==> src/rtl/sup_pkg.sv <==
// Shared types for the supply supervisor.
// Assumes nothing beyond a single clock domain for the sequencer.
package sup_pkg;
    typedef enum logic [1:0] {
        ST_LOW = 2'd0,   // supply low, waiting for upper trip point
        ST_POR = 2'd1,   // power-on delay running
        ST_RUN = 2'd2,   // reset released, watchdog window running
        ST_WDR = 2'd3    // watchdog reset pulse
    } sup_st_e;
endpackage

==> src/rtl/sup_hb_edge.sv <==
// Heartbeat synchronizer and falling-edge detector.
// Assumes the heartbeat's high and low phases each last at least two clk cycles.
module sup_hb_edge #(
    parameter int SYNC_STAGES = 2
) (
    input  logic clk,
    input  logic rst_n,
    input  logic hb_async,
    output logic hb_fall
);
    logic [SYNC_STAGES-1:0] sync_q;
    logic                   last_q;

    // First stage samples the asynchronous input.
    always_ff @(posedge clk or negedge rst_n) begin
        if (!rst_n) sync_q[0] <= 1'b0;
        else        sync_q[0] <= hb_async;
    end

    // Remaining stages form the synchronizer chain.
    generate
        for (genvar g = 1; g < SYNC_STAGES; g++) begin : g_stage
            always_ff @(posedge clk or negedge rst_n) begin
                if (!rst_n) sync_q[g] <= 1'b0;
                else        sync_q[g] <= sync_q[g-1];
            end
        end
    endgenerate

    // Holds the previous synchronized value for edge detection.
    always_ff @(posedge clk or negedge rst_n) begin
        if (!rst_n) last_q <= 1'b0;
        else        last_q <= sync_q[SYNC_STAGES-1];
    end

    // A falling edge means high last cycle and low now.
    always_comb hb_fall = last_q & ~sync_q[SYNC_STAGES-1];
endmodule

==> src/rtl/sup_seq.sv <==
// Reset sequencer. It moves between supply-low, power-on delay, run and
// watchdog-pulse states using one shared down-scaled counter.
// Assumes the supply flags are synchronous to clk.
module sup_seq
    import sup_pkg::*;
#(
    parameter int UNIT_CYC = 500000,
    parameter int CW       = $clog2(50 * UNIT_CYC)
) (
    input  logic          clk,
    input  logic          rst_n,
    input  logic          above_hi,
    input  logic          below_lo,
    input  logic          wd_en,
    input  logic          hb_fall,
    output sup_st_e       st,
    output logic [CW-1:0] cnt,
    output logic          rst_q
);
    localparam logic [CW-1:0] POR_LAST = CW'(50 * UNIT_CYC - 1);
    localparam logic [CW-1:0] WIN_LAST = CW'(5 * UNIT_CYC - 1);
    localparam logic [CW-1:0] PUL_LAST = CW'(UNIT_CYC - 1);

    sup_st_e       st_nxt;
    logic [CW-1:0] cnt_nxt;

    // Next-state logic. A low supply overrides every other condition.
    always_comb begin
        st_nxt  = st;
        cnt_nxt = cnt + 1'b1;
        if (below_lo) begin
            st_nxt  = ST_LOW;
            cnt_nxt = '0;
        end else begin
            unique case (st)
                ST_LOW: begin
                    cnt_nxt = '0;
                    if (above_hi) st_nxt = ST_POR;
                end
                ST_POR: if (cnt == POR_LAST) begin
                    st_nxt  = ST_RUN;
                    cnt_nxt = '0;
                end
                ST_RUN: if (!wd_en || hb_fall) begin
                    cnt_nxt = '0;
                end else if (cnt == WIN_LAST) begin
                    st_nxt  = ST_WDR;
                    cnt_nxt = '0;
                end
                ST_WDR: if (cnt == PUL_LAST) begin
                    st_nxt  = ST_RUN;
                    cnt_nxt = '0;
                end
                default: begin
                    st_nxt  = ST_LOW;
                    cnt_nxt = '0;
                end
            endcase
        end
    end

    // State, counter and registered reset output.
    always_ff @(posedge clk or negedge rst_n) begin
        if (!rst_n) begin
            st    <= ST_LOW;
            cnt   <= '0;
            rst_q <= 1'b1;
        end else begin
            st    <= st_nxt;
            cnt   <= cnt_nxt;
            rst_q <= (st_nxt != ST_RUN);
        end
    end
endmodule

==> src/rtl/supervisor_wdt.sv <==
// Top of the supply supervisor. It joins the heartbeat edge detector and
// the sequencer, and drives a complementary reset pair from one flop.
// Assumes supply flags are synchronous and the heartbeat may be asynchronous.
module supervisor_wdt #(
    parameter int UNIT_CYC    = 500000,
    parameter int SYNC_STAGES = 2
) (
    input  logic clk,
    input  logic rst_n,
    input  logic supply_above_hi,
    input  logic supply_below_lo,
    input  logic hbeat,
    input  logic wd_en,
    output logic sys_rst,
    output logic sys_rst_n
);
    localparam int CW = $clog2(50 * UNIT_CYC);

    sup_pkg::sup_st_e st;
    logic [CW-1:0]    cnt;
    logic             hb_fall;
    logic             rst_q;

    sup_hb_edge #(.SYNC_STAGES(SYNC_STAGES)) u_hb (
        .clk     (clk),
        .rst_n   (rst_n),
        .hb_async(hbeat),
        .hb_fall (hb_fall)
    );

    sup_seq #(.UNIT_CYC(UNIT_CYC), .CW(CW)) u_seq (
        .clk     (clk),
        .rst_n   (rst_n),
        .above_hi(supply_above_hi),
        .below_lo(supply_below_lo),
        .wd_en   (wd_en),
        .hb_fall (hb_fall),
        .st      (st),
        .cnt     (cnt),
        .rst_q   (rst_q)
    );

    // Both outputs come from the same register.
    always_comb begin
        sys_rst   = rst_q;
        sys_rst_n = ~rst_q;
    end
endmodule

==> config.mk <==
export PLATFORM = sky130hd
export DESIGN_NAME = supervisor_wdt
export DESIGN_NICKNAME = d
export VERILOG_FILES = /design/src/rtl/sup_pkg.sv /design/src/rtl/sup_hb_edge.sv /design/src/rtl/sup_seq.sv /design/src/rtl/supervisor_wdt.sv
export SDC_FILE = /design/constraint.sdc
export NUM_CORES = 1
export LEC_CHECK = 0
export BUFFER_PORTS_ARGS = -buffer_cell sky130_fd_sc_hd__buf_4
export CORE_ASPECT_RATIO = 0.7
export CORE_MARGIN = 4
export CORE_UTILIZATION = 35
export DETAILED_ROUTE_END_ITERATION = 6
export HOLD_SLACK_MARGIN = 0.1
export PLACE_DENSITY = 0.58
export SLEW_MARGIN = 20
export SYNTH_ARGS = -nofsm -noshare
export SYNTH_HDL_FRONTEND = slang
export SYNTH_HIERARCHICAL = 1
export SYNTH_SLANG_ARGS = --single-unit
==> constraint.sdc <==
create_clock -name clk -period 5.62 [get_ports clk]
set_input_delay 0.281 -clock clk [delete_from_list [all_inputs] [get_ports clk]]
set_output_delay 0.281 -clock clk [all_outputs]
set_load 0.05 [all_outputs]
### After elaboration in Yosys (flattened, before gate mapping)

Cells that the tools add are included.

* register bits: 31
* bits of input ports: 6
* output and inout bits: 2
* logic and storage cells: 33

* $add $sub $neg: 1
* equal/unequal tests: 7
* muxes and demuxes: 13
* bitwise operators: 3
* reduce and logical (&&, ||, !) cells: 3

Operators by type and width (number)
* $mux W25: 5
* $pmux W25 S4: 1
* $add A25 B1 Y25 const B: 1
* $eq A25 B19 Y1 const B: 1
* $eq A25 B22 Y1 const B: 1
* $eq A25 B25 Y1 const B: 1
* $mux W2: 6
* $pmux W2 S4: 1
* $eq A2 B2 Y1 const B: 2
* $eq A2 B1 Y1 const B: 1
* $logic_not A2 Y1: 1
* $ne A2 B2 Y1 const B: 1
* $not A1 Y1: 2
* $and A1 B1 Y1: 1
* $logic_not A1 Y1: 1
* $logic_or A1 B1 Y1: 1

### Logic depth before layout (Yosys ltp)

Gate-level depths: netlist of run 1.

* depth in word-level cells: 7
* gate-level depth with buffers: 6

### Modules after synthesis

Netlist of run 1, hierarchy kept.

Modules (own cells, without submodules)
* sup_seq: instances 1, cells an instance 166, area each 1682.9 µm², sequential area each 701.9 µm²
* sup_hb_edge: instances 1, cells an instance 4, area each 88.8 µm², sequential area each 75.1 µm²
* supervisor_wdt: instances 1, cells an instance 1, area each 3.8 µm², sequential area each 0.0 µm²

### Worst setup path after synthesis of run 1

No wires, ideal clock.

* kind: register -> register
* start point: register u_seq.cnt[0]
* end point: register u_seq.cnt[10]
* library setup time: 128 ps
* arrival: 1865 ps
* required time: 5492 ps
* slack: 3627 ps
* stages on the path, launching flop included: 7
* cells stage by stage: dfrtp_1 ha_1 nand3_1 or4_4 o2111ai_4 buf_2 a31oi_1

* word-level cells in the longest chain between the ends: 5
* elaborated cells on any way between the ends: 10
* those cells by class: 1 x add/sub; 3 x eq/ne; 6 x mux

Ends and longest elaborated chain
* start, declared: line sup_seq.sv:17 `output logic [CW-1:0] cnt,`
* start signal, assigned: line sup_seq.sv:70 `cnt <= cnt_nxt;`
* $add A25 B1 Y25 or $eq A25 B22 Y1 (tied branches): line sup_seq.sv:30, sup_seq.sv:46
* $mux W25: line sup_seq.sv:46 `end else if (cnt == WIN_LAST) begin`
* $mux W25: line sup_seq.sv:44 `ST_RUN: if (!wd_en || hb_fall) begin`
* $pmux W25 S4 (*): line sup_seq.sv:35 `unique case (st)`
* $mux W25 (*): line sup_seq.sv:31 `if (below_lo) begin`
* named net u_seq.cnt_nxt[10]: line sup_seq.sv:25 `logic [CW-1:0] cnt_nxt;`

Mark *: on every way through the listed nets, which the timed path passes. The rest lies on a longest branch.

### Worst setup path in the final report of run 1

* start point: register u_seq.cnt[0]
* end point: register u_seq.cnt[16]

The elaborated chain is that of the path after synthesis.

==> flow_summary.yaml, run 1 <==
power:
  p_per_area_nw_per_um2: 209
  cellLeakagePower_nw: 0.671
  peakVddDrop_uv: 108
clock_network:
  clock_latency_ns: 0.28
  cts.htree.levels: 2
  root_buffer: "clkbuf_8"
  cts_buffers: 5
  clk_path_buf_depth: 2
  post-cts-setup-buffers: 0
  clock_sinks: 31
  hold_buffers: 1
  clk_pin_slew_ns: 0.07
  cts_tree: "done"
  cts-resized-gates: 0
timing:
  fin_ws_ns: 3.15
  setup_violations: 0
  slew_viol_final: 0
  hold_violations: 0
  tns_ns: 0
  min_period_over_period: 0.439
  maxSlewHeadroom: 0.517
  max_freq_ghz: 0.405
  rsz0062_at_grt: "false"
  finalClockSkew_ns: 0.00693
  fin_crit_ns: 2.47
  worstMarginPinSlew_ns: 0.724
finish:
  antennaDiodeCount: 0
  nets: 185
  area_growth_pct: 10.0
  drive_gt1_frac: 0.145
worst_setup_path:
  end_kind: "register"
  r2r_slack_ns: 3.15
  critPathKind: "reg -> reg"
  rr_endpoint: "u_seq/cnt[16]$_DFF_PN0_"
  critPathArrivalTime_ns: 2.59
  worst_r2r_path_depth: 5
  critPathRequiredTime_ns: 5.74
  critPathLaunchType: "register"
  r2r-start: "u_seq/cnt[0]$_DFF_PN0_"
  crit_fanout: 25
grt:
  grt_use_total: 0.146
  overflow: 0
  grt_max_degree: 32
  grt_pass1_wl_um: 7030
  grt_pass1_vias: 1430
  grt_antenna_before_repair: 0
floorplanning:
  core_area_um2: 4830
  chipWidth_um: 93.1
  initial_utilization: 0.367
  io_pins: 8
  rows: 21
  die_h_um: 67.6
  dieArea_um2: 6290
route:
  routed_via_density: 5.90
  post_drt_wl_per_cell_um: 16.8
  ant_nets: 0
  drt_iter0_drc: 75
  drt_first_pass_iters: 4
  vias: 1462
  totalWireLength_um: 4160
  route.detailed.drc: 0
logic_synthesis:
  synth_flop_cell: "dfrtp_1"
  synthesis.area_um2: 1780
  synth-edff-count: 0
  syn_area_per_cell_um2: 10.4
  synth_cells: 171
  yosysWarnings: 6
  seq_area_frac_synth: 0.438
  synth_nets: 178
  ys_ff_latch: 31
  synthArstFlopShare: 1.00
  synth_cell_types: 39
flow_run:
  cap_violations: 0
hold_path:
  hold_path_depth: 2
  hold_end: "u_seq/st[0]$_DFF_PN0_"
  min_from: "supply_below_lo"
  hold_class: "in -> reg"
placed_design:
  hpwlAfterDp_um: 2810
  pre_cts_ws_ns: 3.17
  gp_congestion: 0.786
  port_buffers: 7
status:
  status: "finished, final reports clean"
## critical path, stage by stage, from the launching register on
cell and delay [ns]:
dfrtp_1 0.38, ha_1 0.22, nand3_1 0.25, or4_4 0.63, o2111ai_4 0.61, a32oi_1 0.21
## metrics by stage
stage               utilization  power [mW]  area [um^2]  hold WS (ns)  instances
global placement          0.383       0.246         1850         0.235        238
global route              0.404       0.431         1950         0.199        248
detailed placement        0.383       0.246         1850         0.240        238
floorplan                     -       0.238         1780       -0.0146        171
finish                    0.404       0.408         1950         0.188        248
CTS                       0.402       0.416         1940         0.102        247
## sequential cells by signal, summed over array words and instances (netlist names)
register	cells
u_seq/st	2
u_hb/last_q	1
u_seq/cnt	25
u_seq/rst_q	1
u_hb/sync_q	2
## routing by layer
| metal | global-route usage | up-vias | share of wire |
|---|---|---|---|
| li1 | - | 690 | - |
| met1 | 0.208 | 716 | 0.49 |
| met2 | 0.211 | 51 | 0.44 |
| met3 | 0.0401 | 5 | 0.060 |
| met4 | 0.0512 | 0 | 0.0070 |
| met5 | 0 | - | 0 |
## logic make-up after synthesis
group | after synthesis | share of synthesized area
AOI/OAI and AO/OA | 42 | 0.194
and+or+nand+nor | 69 | 0.255
adders and majority gates | 1 | 0.00705
buffers and inverters | 17 | 0.0522
DFF | 31 | 0.438
xor gates and xnor gates | 11 | 0.0543
## layout make-up
cell class / instances / area [um^2]
inverter: 8 / 30.0
clock inverter: 1 / 5.00
clock buffer: 7 / 76.3
timing repair buffer: 9 / 72.6
fill: 511 / 2880
multi-input combinational: 123 / 906
sequential: 31 / 777
tap: 69 / 86.3
## worst max path at each step
stage / startpoint / endpoint / cells after the start
after floorplan: u_seq/cnt[0]$_DFF_PN0_ / u_seq/cnt[10]$_DFF_PN0_ / 6
after global placement: u_seq/cnt[0]$_DFF_PN0_ / u_seq/cnt[20]$_DFF_PN0_ / 5
after detailed placement: u_seq/cnt[0]$_DFF_PN0_ / u_seq/cnt[4]$_DFF_PN0_ / 5
after CTS: u_seq/cnt[0]$_DFF_PN0_ / u_seq/cnt[16]$_DFF_PN0_ / 5
after global routing: u_seq/cnt[0]$_DFF_PN0_ / u_seq/cnt[14]$_DFF_PN0_ / 5
final: u_seq/cnt[0]$_DFF_PN0_ / u_seq/cnt[16]$_DFF_PN0_ / 5
## where the power goes
part	internal (mW)	switching, mW	total, mW	leakage [nW]
Combinational	0.00547	0.0101	0.0155	0.208
Clock	0.0867	0.0788	0.165	0.0422
Sequential	0.225	0.00182	0.227	0.421
Total	0.318	0.0907	0.408	0.671
## cells in the final DEF (no fill, tap or decap), types with 7 or more instances in the layout
cell type / synthesis / final
nand3_1: 8 / 8
or3_1: 7 / 7
nand4_1: 8 / 8
buf_4: 3 / 7
dfrtp_1: 30 / 30
xnor2_1: 7 / 7
inv_1: 8 / 8
a31oi_1: 13 / 13
nand2_1: 8 / 8
a32oi_1: 12 / 12
## synth_stat cells (all sizes together) (2+ instances only)
| library cell | n | share of area |
|---|---|---|
| dfrtp | 30 | 0.42 |
| a31oi | 13 | 0.046 |
| a32oi | 12 | 0.059 |
| or4 | 9 | 0.044 |
| inv | 8 | 0.017 |
| nand2 | 8 | 0.017 |
| nand3 | 8 | 0.023 |
| nand4 | 8 | 0.028 |
| or3 | 8 | 0.031 |
| buf | 7 | 0.031 |
| o21ai | 7 | 0.032 |
| o31ai | 7 | 0.032 |
| xnor2 | 7 | 0.035 |
| and4 | 5 | 0.025 |
| nor3 | 4 | 0.011 |
| xor2 | 4 | 0.020 |
| and2 | 3 | 0.011 |
| nand3b | 3 | 0.013 |
| nor2 | 3 | 0.0063 |
| clkbuf | 2 | 0.0042 |
| nor2b | 2 | 0.011 |
| nor4 | 2 | 0.0070 |
| nor4bb | 2 | 0.011 |
| or2 | 2 | 0.0070 |
(Power assumes the default switching activity.)
==> run 2, diff against run 1 <==
- clock period: 5.62 -> 2.3 ns (I/O delays scaled with it)
==> run 2 against run 1 <==
  * Clock power grew to 2.9 times the previous value
  * Sequential cell count is the same
  * Clock skew grew 0.00071 ns
  * Utilization grew 2.3 points
  * Die area is the same
  * Total power grew to 2.7 times the previous value
  * Hold slack lost 0.024 ns
  * Non-clock buffer count grew 7
  * Critical path type unchanged
  * Sequential power grew 140%
  * Largest cell class unchanged
  * Sequential share of layout area shrank 2.1 points
==> flow_summary.yaml, run 2 (synthesis gave the netlist of run 1 again) <==
timing:
  fin_crit_ns: 2.07
  tns_ns: 0
  finalClockSkew_ns: 0.00764
  max_freq_ghz: 0.482
  fin_ws_ns: 0.226
  min_period_over_period: 0.902
  rsz0062_at_grt: "false"
  slew_viol_final: 0
  hold_violations: 0
  worstMarginPinSlew_ns: 0.512
  setup_violations: 0
  maxSlewHeadroom: 0.658
finish:
  most-common-layout-cells: "dfrtp_1 (30), a31oi_1 (13), a32oi_1 (12)"
  area_growth_pct: 16.3
  largest_reg_flops: 25
  nets: 192
  regMostFlops: "u_seq/cnt"
  final_common_cell: "dfrtp_1"
  largest_registers: "u_seq/cnt (25), u_hb/sync_q (2), u_seq/st (2)"
  antennaDiodeCount: 0
  drive_gt1_frac: 0.177
clock_network:
  cts_tree: "done"
  post-cts-setup-buffers: 0
  cts.htree.levels: 2
  root_buffer: "clkbuf_8"
  clk_pin_slew_ns: 0.07
  clock_sinks: 31
  clock_latency_ns: 0.29
  cts_buffers: 5
  clk_path_buf_depth: 2
grt:
  grt_max_degree: 32
  grt_pass1_wl_um: 7090
  grt_antenna_before_repair: 0
  grt_use_total: 0.151
  grt_pass1_vias: 1389
  overflow: 0
placed_design:
  port_buffers: 7
  gp_congestion: 0.793
  hpwlAfterDp_um: 2850
  pre_cts_ws_ns: 0.271
route:
  ant_nets: 0
  vias: 1481
  totalWireLength_um: 4240
  post_drt_wl_per_cell_um: 16.6
  drt_iter0_drc: 100
  routed_via_density: 5.81
  drt_first_pass_iters: 4
  route.detailed.drc: 0
worst_setup_path:
  critPathArrivalTime_ns: 2.28
  crit_fanout: 14
  endpoint: "u_seq/cnt[24]$_DFF_PN0_"
  r2r_slack_ns: 0.23
  end_kind: "register"
  critPathLaunchType: "register"
  critPathRequiredTime_ns: 2.51
  critPathKind: "reg -> reg"
  crit_chain: "and4_1 -> nand4_1 -> or4_1 -> a32oi_1"
  worst_r2r_path_depth: 4
  slowest_stage: "or4_1"
  critical_path.max_stage_delay_ns: 0.64
  r2r-start: "u_seq/cnt[12]$_DFF_PN0_"
  critPathLaunch: "u_seq/cnt[12]$_DFF_PN0_"
  rr_endpoint: "u_seq/cnt[24]$_DFF_PN0_"
floorplanning:
  die_h_um: 67.6
  io_pins: 8
  dieArea_um2: 6290
  initial_utilization: 0.367
  chipWidth_um: 93.1
  rows: 21
  core_area_um2: 4830
hold_path:
  hold_class: "in -> reg"
power:
  p_total_mw: 1.08
  cellLeakagePower_nw: 0.729
  peakVddDrop_uv: 236
  p_per_area_nw_per_um2: 524
status:
  status: "finished, final reports clean"
flow_run:
  cap_violations: 0
## run 2: changes by cell type in the layout (fill, tap and decap cells not counted)
cell and delta:
buf_4 +3, buf_12 +3, dlygate4sd3_1 +1, clkbuf_1 -1
clkbuf_8 +2, clkinv_2 -1
## run 2: worst max-delay path, delay by kind of cell, from the launching register on
| kind | cells | cell delay (ns) |
|---|---|---|
| and+or+nand+nor | 3 | 1.37 |
| DFF | 1 | 0.46 |
| AOI/OAI and AO/OA | 1 | 0.17 |
## run 2: stage by stage
stage	instance area, um^2	utilization	hold WS (ns)	cells
after floorplan	1780	-	-0.181	171
after global placement	1930	0.400	0.0678	244
after detailed placement	1930	0.400	0.0801	244
after CTS	2060	0.427	0.165	255
after global routing	2060	0.427	0.179	255
final	2060	0.427	0.164	255
## run 2: layout make-up
class / count / area (um^2)
fill: 485 / 2770
clock buffer: 8 / 100
tap: 69 / 86.3
multi-input combinational: 123 / 906
timing repair buffer: 16 / 165
sequential: 31 / 777
inverter: 8 / 30.0
## run 2: how the worst min path moves through the flow
stage,startpoint,endpoint,cells past startpoint
2_1_floorplan,rst_n,u_hb/last_q$_DFF_PN0_,0
3_3_place_gp,rst_n,u_hb/last_q$_DFF_PN0_,1
3_5_place_dp,rst_n,u_seq/st[0]$_DFF_PN0_,1
4_1_cts,supply_above_hi,u_seq/st[0]$_DFF_PN0_,3
5_1_grt,supply_above_hi,u_seq/st[0]$_DFF_PN0_,3
6_report,supply_above_hi,u_seq/st[0]$_DFF_PN0_,3
## run 2: report_power, final
group | internal, mW | switching (mW)
Combinational | 0.0177 | 0.0251
Clock | 0.273 | 0.211
Sequential | 0.550 | 0.00458
Total | 0.841 | 0.241
## run 2: what timing repair did
item / 4_1_cts / 5_1_grt
gates resized for setup: 0 / 0
hold buffers: 3 / 0
endpoints found under the hold margin: 33 / 0
## run 2: routing by layer
| layer | GRT usage | wire [um] | vias to the layer above |
|---|---|---|---|
| met5 | 0 | 0 | - |
| met4 | 0.0823 | 72 | 0 |
| met3 | 0.0501 | 257 | 7 |
| met2 | 0.203 | 1700 | 38 |
| met1 | 0.213 | 2210 | 733 |
| li1 | - | - | 703 |
